**src/rtl/em_pkg.sv**
```systemverilog
package em_pkg;

  typedef enum logic {
    EM_HOLD  = 1'b0,
    EM_REGEN = 1'b1
  } em_mode_e;

  // Reset content of a history slot: alternating, even slots 0
  function automatic logic em_reset_bit(input int slot);
    return (slot % 2) == 1;
  endfunction

endpackage

```
**src/rtl/em_history.sv**
```systemverilog
module em_history #(
  parameter int DEPTH = 32
) (
  input  logic             clk,
  input  logic             rst_n,
  input  logic             shift_en,
  input  logic             new_bit,
  output logic [DEPTH-1:0] slots
);
  import em_pkg::*;

  generate
    for (genvar k = 0; k < DEPTH; k++) begin : g_slot
      logic nxt;
      if (k == 0) begin : g_head
        assign nxt = new_bit;
      end else begin : g_body
        assign nxt = slots[k-1];
      end
      always_ff @(posedge clk or negedge rst_n) begin
        if (!rst_n)        slots[k] <= em_reset_bit(k);
        else if (shift_en) slots[k] <= nxt;
      end
    end
  endgenerate

endmodule

```
**src/rtl/em_select.sv**
```systemverilog
module em_select #(
  parameter int DEPTH  = 32,
  parameter int ADDR_W = $clog2(DEPTH)
) (
  input  logic [DEPTH-1:0]  slots,
  input  logic [ADDR_W-1:0] addr,
  input  em_pkg::em_mode_e  mode,
  input  logic              live_bit,
  output logic              sel_bit
);
  import em_pkg::*;

  logic replay_bit;

  always_comb begin
    replay_bit = slots[0];
    for (int k = 0; k < DEPTH; k++) begin
      if (addr == ADDR_W'(k)) replay_bit = slots[k];
    end
  end

  assign sel_bit = (mode == EM_REGEN) ? live_bit : replay_bit;

endmodule

```
**src/rtl/em_rerandomizer.sv**
```systemverilog
module em_rerandomizer #(
  parameter int DEPTH  = 32,
  parameter int ADDR_W = $clog2(DEPTH)
) (
  input  logic              clk,
  input  logic              rst_n,
  input  logic              in_valid,
  output logic              in_ready,
  input  logic              in_bit,
  input  logic              in_regen,
  input  logic [ADDR_W-1:0] rand_addr,
  output logic              out_valid,
  input  logic              out_ready,
  output logic              out_bit
);
  import em_pkg::*;

  logic             fire;
  logic             push;
  em_mode_e         mode;
  logic [DEPTH-1:0] hist_q;

  assign fire      = in_valid & out_ready;
  assign mode      = in_regen ? EM_REGEN : EM_HOLD;
  assign push      = fire & (mode == EM_REGEN);
  assign in_ready  = out_ready;
  assign out_valid = in_valid;

  em_history #(.DEPTH(DEPTH)) u_hist (
    .clk      (clk),
    .rst_n    (rst_n),
    .shift_en (push),
    .new_bit  (in_bit),
    .slots    (hist_q)
  );

  em_select #(.DEPTH(DEPTH), .ADDR_W(ADDR_W)) u_sel (
    .slots    (hist_q),
    .addr     (rand_addr),
    .mode     (mode),
    .live_bit (in_bit),
    .sel_bit  (out_bit)
  );

endmodule

```
**config.mk**
```make
export PLATFORM = sky130hd
export DESIGN_NAME = em_rerandomizer
export DESIGN_NICKNAME = d
export VERILOG_FILES = /design/src/rtl/em_pkg.sv /design/src/rtl/em_history.sv /design/src/rtl/em_select.sv /design/src/rtl/em_rerandomizer.sv
export SDC_FILE = /design/constraint.sdc
export NUM_CORES = 1
export LEC_CHECK = 0
export CORE_ASPECT_RATIO = 0.5
export CORE_UTILIZATION = 47
export CTS_BUF_LIST = sky130_fd_sc_hd__clkbuf_4 sky130_fd_sc_hd__clkbuf_8
export DETAILED_ROUTE_END_ITERATION = 8
export PLACE_DENSITY = 0.77
export SLEW_MARGIN = 20
export SYNTH_ARGS = -nofsm -noshare
export SYNTH_HDL_FRONTEND = slang
export SYNTH_SLANG_ARGS = --single-unit
```
**constraint.sdc**
```tcl
create_clock -name clk -period 4.4 [get_ports clk]
set_input_delay 0.66 -clock clk [delete_from_list [all_inputs] [get_ports clk]]
set_output_delay 0.66 -clock clk [all_outputs]
set_load 0.005 [all_outputs]
```
## Yosys cells after proc, flatten, opt, wreduce, memory -nomap -nowiden

Cells that the tools add are included.

| storage, ports and cells | value |
|---|---|
| flip-flop bits (word level) | 32 |
| input port bits | 11 |
| output and inout bits | 3 |
| word-level logic and storage cells | 98 |

| cells by class | value |
|---|---|
| eq/ne operators | 31 |
| muxes and demuxes | 33 |
| bitwise gates (word level) | 2 |

Operators with widths:

| cell | count |
|---|---|
| 5-bit == test, second input constant | 16 |
| 5-bit by 4-bit == test with 1-bit output, second input constant | 8 |
| 1-bit two-way mux | 33 |
| 5-bit by 3-bit == test with 1-bit output, second input constant | 4 |
| 5-bit by 2-bit == test with 1-bit output, second input constant | 2 |
| 5-bit by 1-bit == test with 1-bit output, second input constant | 1 |
| 1-bit bitwise AND | 2 |

## Depth between registers and ports, before layout

Gate-level depths: netlist (run 1).

| logic depth | value |
|---|---|
| depth after elaboration | 33 |
| gate-level depth with buffers | 8 |
| depth with buffers taken out | 6 |

## Hierarchy

A second synthesis (run 1) with hierarchy kept.

| second synthesis, totals | value |
|---|---|
| cell total of the unflattened synthesis | 199 |
| area total of the unflattened synthesis | 2228.4 um^2 |

By module, submodules not included:

| module | instances | cells an instance | area an instance (um^2) | seq. area each (um^2) |
|---|---|---|---|---|
| em_history | 1 | 99 | 1597.8 | 820.8 |
| em_select | 1 | 97 | 609.3 | 0.0 |
| em_rerandomizer | 1 | 3 | 21.3 | 0.0 |

## Worst setup path after synthesis (run 1)

OpenSTA, ideal clock, no wires.

| timing path | value |
|---|---|
| kind | input to output |
| start | input port rand_addr[2] |
| end | output port out_bit |
| arrival time | 1.884 ns |
| required time | 3.740 ns |
| path slack | 1.856 ns |
| stages on the path | 7 |
| path buffers | 1 |
| cells stage by stage | buf_6 -> and3b_2 -> a2bb2oi_1 -> a211o_1 -> a311oi_2 -> o31ai_1 -> a221oi_2 |

| on the way | value |
|---|---|
| cells in the longest elaborated chain, start to end | 33 |
| elaborated cells on any way between the ends | 63 |
| those cells by class | eq/ne: 31; mux: 32 |

RTL lines:

| what | RTL line | source |
|---|---|---|
| start, declared | em_rerandomizer.sv:11 | `input logic [ADDR_W-1:0] rand_addr,` |
| 5-bit by 1-bit == test with 1-bit output | em_select.sv:18 | `if (addr == ADDR_W'(k)) replay_bit = slots[k];` |
| 1-bit two-way mux (30 in a row) | em_select.sv:18 |  |
| 1-bit two-way mux (*) | em_select.sv:18 |  |
| 1-bit two-way mux (*) | em_select.sv:22 | `assign sel_bit = (mode == EM_REGEN) ? live_bit : replay_bit;` |
| end, declared | em_rerandomizer.sv:14 | `output logic out_bit` |

Every way passes the cells marked *; elsewhere a longest branch is shown, timed or not.

## Worst setup path in the final report (run 1)

Ends and elaborated chain as after synthesis.

==> results of run 1 <==
## stage by stage
stage / hold WS [ns] / cell area (um2)
after floorplan: 0.3644 / 1788
after global placement: 0.4892 / 1929
after detailed placement: 0.5023 / 1929
after CTS: 0.5165 / 2022
after global routing: 0.5411 / 2022
final: 0.5144 / 2022
## cell usage after synthesis, drive strengths merged (2+ instances only)
master	count	area share
nor3b	2	0.0084
nand2b	2	0.0070
nand2	11	0.023
a21oi	3	0.0084
nand3	4	0.011
o21ai	11	0.031
dfstp	16	0.24
mux2	27	0.17
a311oi	2	0.013
o311ai	3	0.015
dfrtp	16	0.22
o22ai	2	0.0070
nor3	4	0.011
mux2i	7	0.039
inv	8	0.017
buf	8	0.034
o211ai	2	0.0084
nor2	7	0.015
clkbuf	6	0.013
nand3b	3	0.013
nor2b	5	0.017
## power groups by stage
| stage | logic, uW | registers [uW] | clock network, uW |
|---|---|---|---|
| after floorplan | 104 | 384 | 0 |
| after global placement | 133 | 396 | 0 |
| after detailed placement | 137 | 398 | 0 |
| after CTS | 139 | 394 | 240 |
| after global routing | 153 | 401 | 254 |
| final | 138 | 393 | 230 |
## state kept, by name, summed over array words and instances (netlist names)
signal / count
u_hist.g_slot.nxt: 31
u_hist.slots: 1
## cell families (layout without fill, tap and decap cells)
kind of cell,Yosys count,count (layout),synth area share
AND/OR/NAND/NOR,40,40,0.1148
multiplexers,35,35,0.2218
AO/OA/AOI/OAI,34,34,0.1365
flip-flops,32,32,0.4591
buffers and inverters,22,33,0.06298
XOR/XNOR,1,1,0.004899
## layer usage
layer  up-vias  GRT usage
met5         -          0
met4         0     0.1048
met3         8    0.05435
met2        31     0.2870
met1       601     0.2618
li1        613          -
## worst max path at each step
stage and endpoint:
2_1_floorplan out_bit, 3_3_place_gp out_bit, 3_5_place_dp out_bit, 4_1_cts out_bit, 5_1_grt out_bit, 6_report out_bit
## tightest hold or removal path, delay by kind of cell (launching register included)
family,cells,cell delay [ns]
DFF,1,0.39
AOI/OAI and AO/OA,1,0.07
and+or+nand+nor,1,0.05
## area by class of cell
type | instances | area (um2)
Tap cell | 51 | 63.81
Fill cell | 319 | 1506
Inverter | 8 | 30.03
Multi-Input combinational cell | 110 | 854.6
Clock buffer | 6 | 82.58
Clock inverter | 2 | 10.01
Sequential cell | 32 | 820.8
Timing Repair Buffer | 17 | 160.2
==> results_dict.tcl, run 1 <==
set metrics [dict create \
    status "finished clean" \
    path_cells "clkdlybuf4s50_1 > nand2b_1 > a2bb2oi_1 > a211o_1 > a311oi_2 > o31ai_1 > a221oi_2 > clkdlybuf4s50_1" \
    ir_drop_mv 0.1323 \
    pre_cts_ws_ns 0.5175 \
    top_layer_used "met4" \
    skew_ns 0.003525 \
    ys_async_sr_fraction 1.000 \
    cts-root-buf "clkbuf_8" \
    finish.utilization 0.5731 \
    hold_end "u_hist.g_slot[8].nxt" \
    die_w_um 89.23 \
    layout_commonest_cell "mux2_2" \
    drc 0 \
    path_buf_inv 2 \
    tns_ns 0 \
    pwr-share-seq 0.517 \
    swShare 0.2705 \
    vias 1253 \
    cts_made_buffers 5 \
    ys_types 40 \
    cp_common_cell "clkdlybuf4s50_1" \
    synth_fp_nets 175 \
    critPathRequiredTime_ns 3.74 \
    post_cts_buffers 0 \
    yosys_warnings 0 \
    vias_per_cell 5.544 \
    power_uw 761.4 \
    critPathLaunchType "primary input" \
    synth_edf_count 0 \
    arrival_ns 3.25 \
    layout.nets 185 \
    hold_path.class "flip-flop to flip-flop" \
    drive_gt1_frac 0.3371 \
    grt_pass1_vias 1158 \
    portBuffers 13 \
    hp-start "u_hist.g_slot[8].nxt" \
    intPower_uw 555.4 \
    boundaryPins 14 \
    syn_inst 164 \
    drt_pre_antenna_iters 4 \
    ctsHoldBuffers 0 \
    post_cts_resize_count 0 \
    placedCellCount 218 \
    cp-end-kind "primary output" \
    stdcell_count 226 \
    die_height_um 45.62 \
    p_switching_uw 206.0 \
    min_period_over_period 0.8883 \
    powerDensity_nw_per_um2 376.5 \
    antenna_cells 0 \
    critical-path-max-stage-delay_ns 0.82 \
    clock_latency_ns 0.29 \
    min_period_ns 3.908 \
    clkPwrFrac 0.302 \
    die-area_um2 4070 \
    cts.sinks 32 \
    fin_ws_ns 0.4915 \
    cts.clk_slew.worst_paths_ns 0.06 \
    max_cap_violations 0 \
    crit_family "buffers and inverters" \
    antenna_found_initial 0 \
    max_slew_margin 0.6312 \
    dr_wl_met3_um 183 \
    ys_seq_area_frac 0.4591 \
    worst_pin_slew_ns 0.5514 \
    worst-path-max-fanout 18 \
    synth_area_um2 1788 \
    gr-total-overflow 0 \
    rsz0062_at_grt "no" \
    drt_iter0_markers 130 \
    hold_viol_final 0 \
    r2r_setup_slack_ns 3.58 \
    synth.avg_cell_area_um2 10.90 \
    grt_max_degree 38 \
    critical_path_class "primary input to primary output" \
    finalWirelength_um 3279 \
    start_util 0.5067 \
    setup_viol 0 \
    hold-path-cell-count 2 \
    drv_slew 0 \
    cts_tree "yes" \
    crit_start "rand_addr[2]" \
    place_congestion 0.8976 \
    cp_num_cells 8 \
    ys.flop_type "dfstp_2" \
    fmax_mhz 255.9 \
    dpl.hpwl_um 2307 \
    clockBufferDepth 2 \
    grt_pass1_wl_um 5630 \
    core_area_um2 3528 \
    critPathSlowestCell "clkdlybuf4s50_1" \
    ant_nets 0 \
    power_frac_comb 0.181 \
    power.leakage_uw 0.0008570 \
    wire_per_inst_um 14.51 \
    final_cell_mix "27 x mux2_2, 16 x dfstp_2, 16 x dfrtp_1" \
    met2WireLength_um 1356 \
    rr_startpoint "u_hist.g_slot[20].nxt" \
    area_growth_syn_to_layout_pct 13.09 \
    num_rows 15 \
    synth-seq-cells 32 \
    reg2reg_depth 2 \
    grt_usage 0.1939 \
    worst_r2r_endpoint "u_hist.g_slot[21].nxt" \
    cts_htree_levels 2 \
    drt-met1-wl_um 1666 \
]
(Power assumes the default switching activity.)
==> run 2: changes to the inputs <==
--- a/config.mk
+++ b/config.mk
@@ -10,7 +10,6 @@
 export CTS_BUF_LIST = sky130_fd_sc_hd__clkbuf_4 sky130_fd_sc_hd__clkbuf_8
 export DETAILED_ROUTE_END_ITERATION = 8
 export PLACE_DENSITY = 0.77
-export SLEW_MARGIN = 20
 export SYNTH_ARGS = -nofsm -noshare
 export SYNTH_HDL_FRONTEND = slang
 export SYNTH_SLANG_ARGS = --single-unit
==> results of run 2 <==
Same layout as run 1: the final DEF is identical, and so are final timing and power.
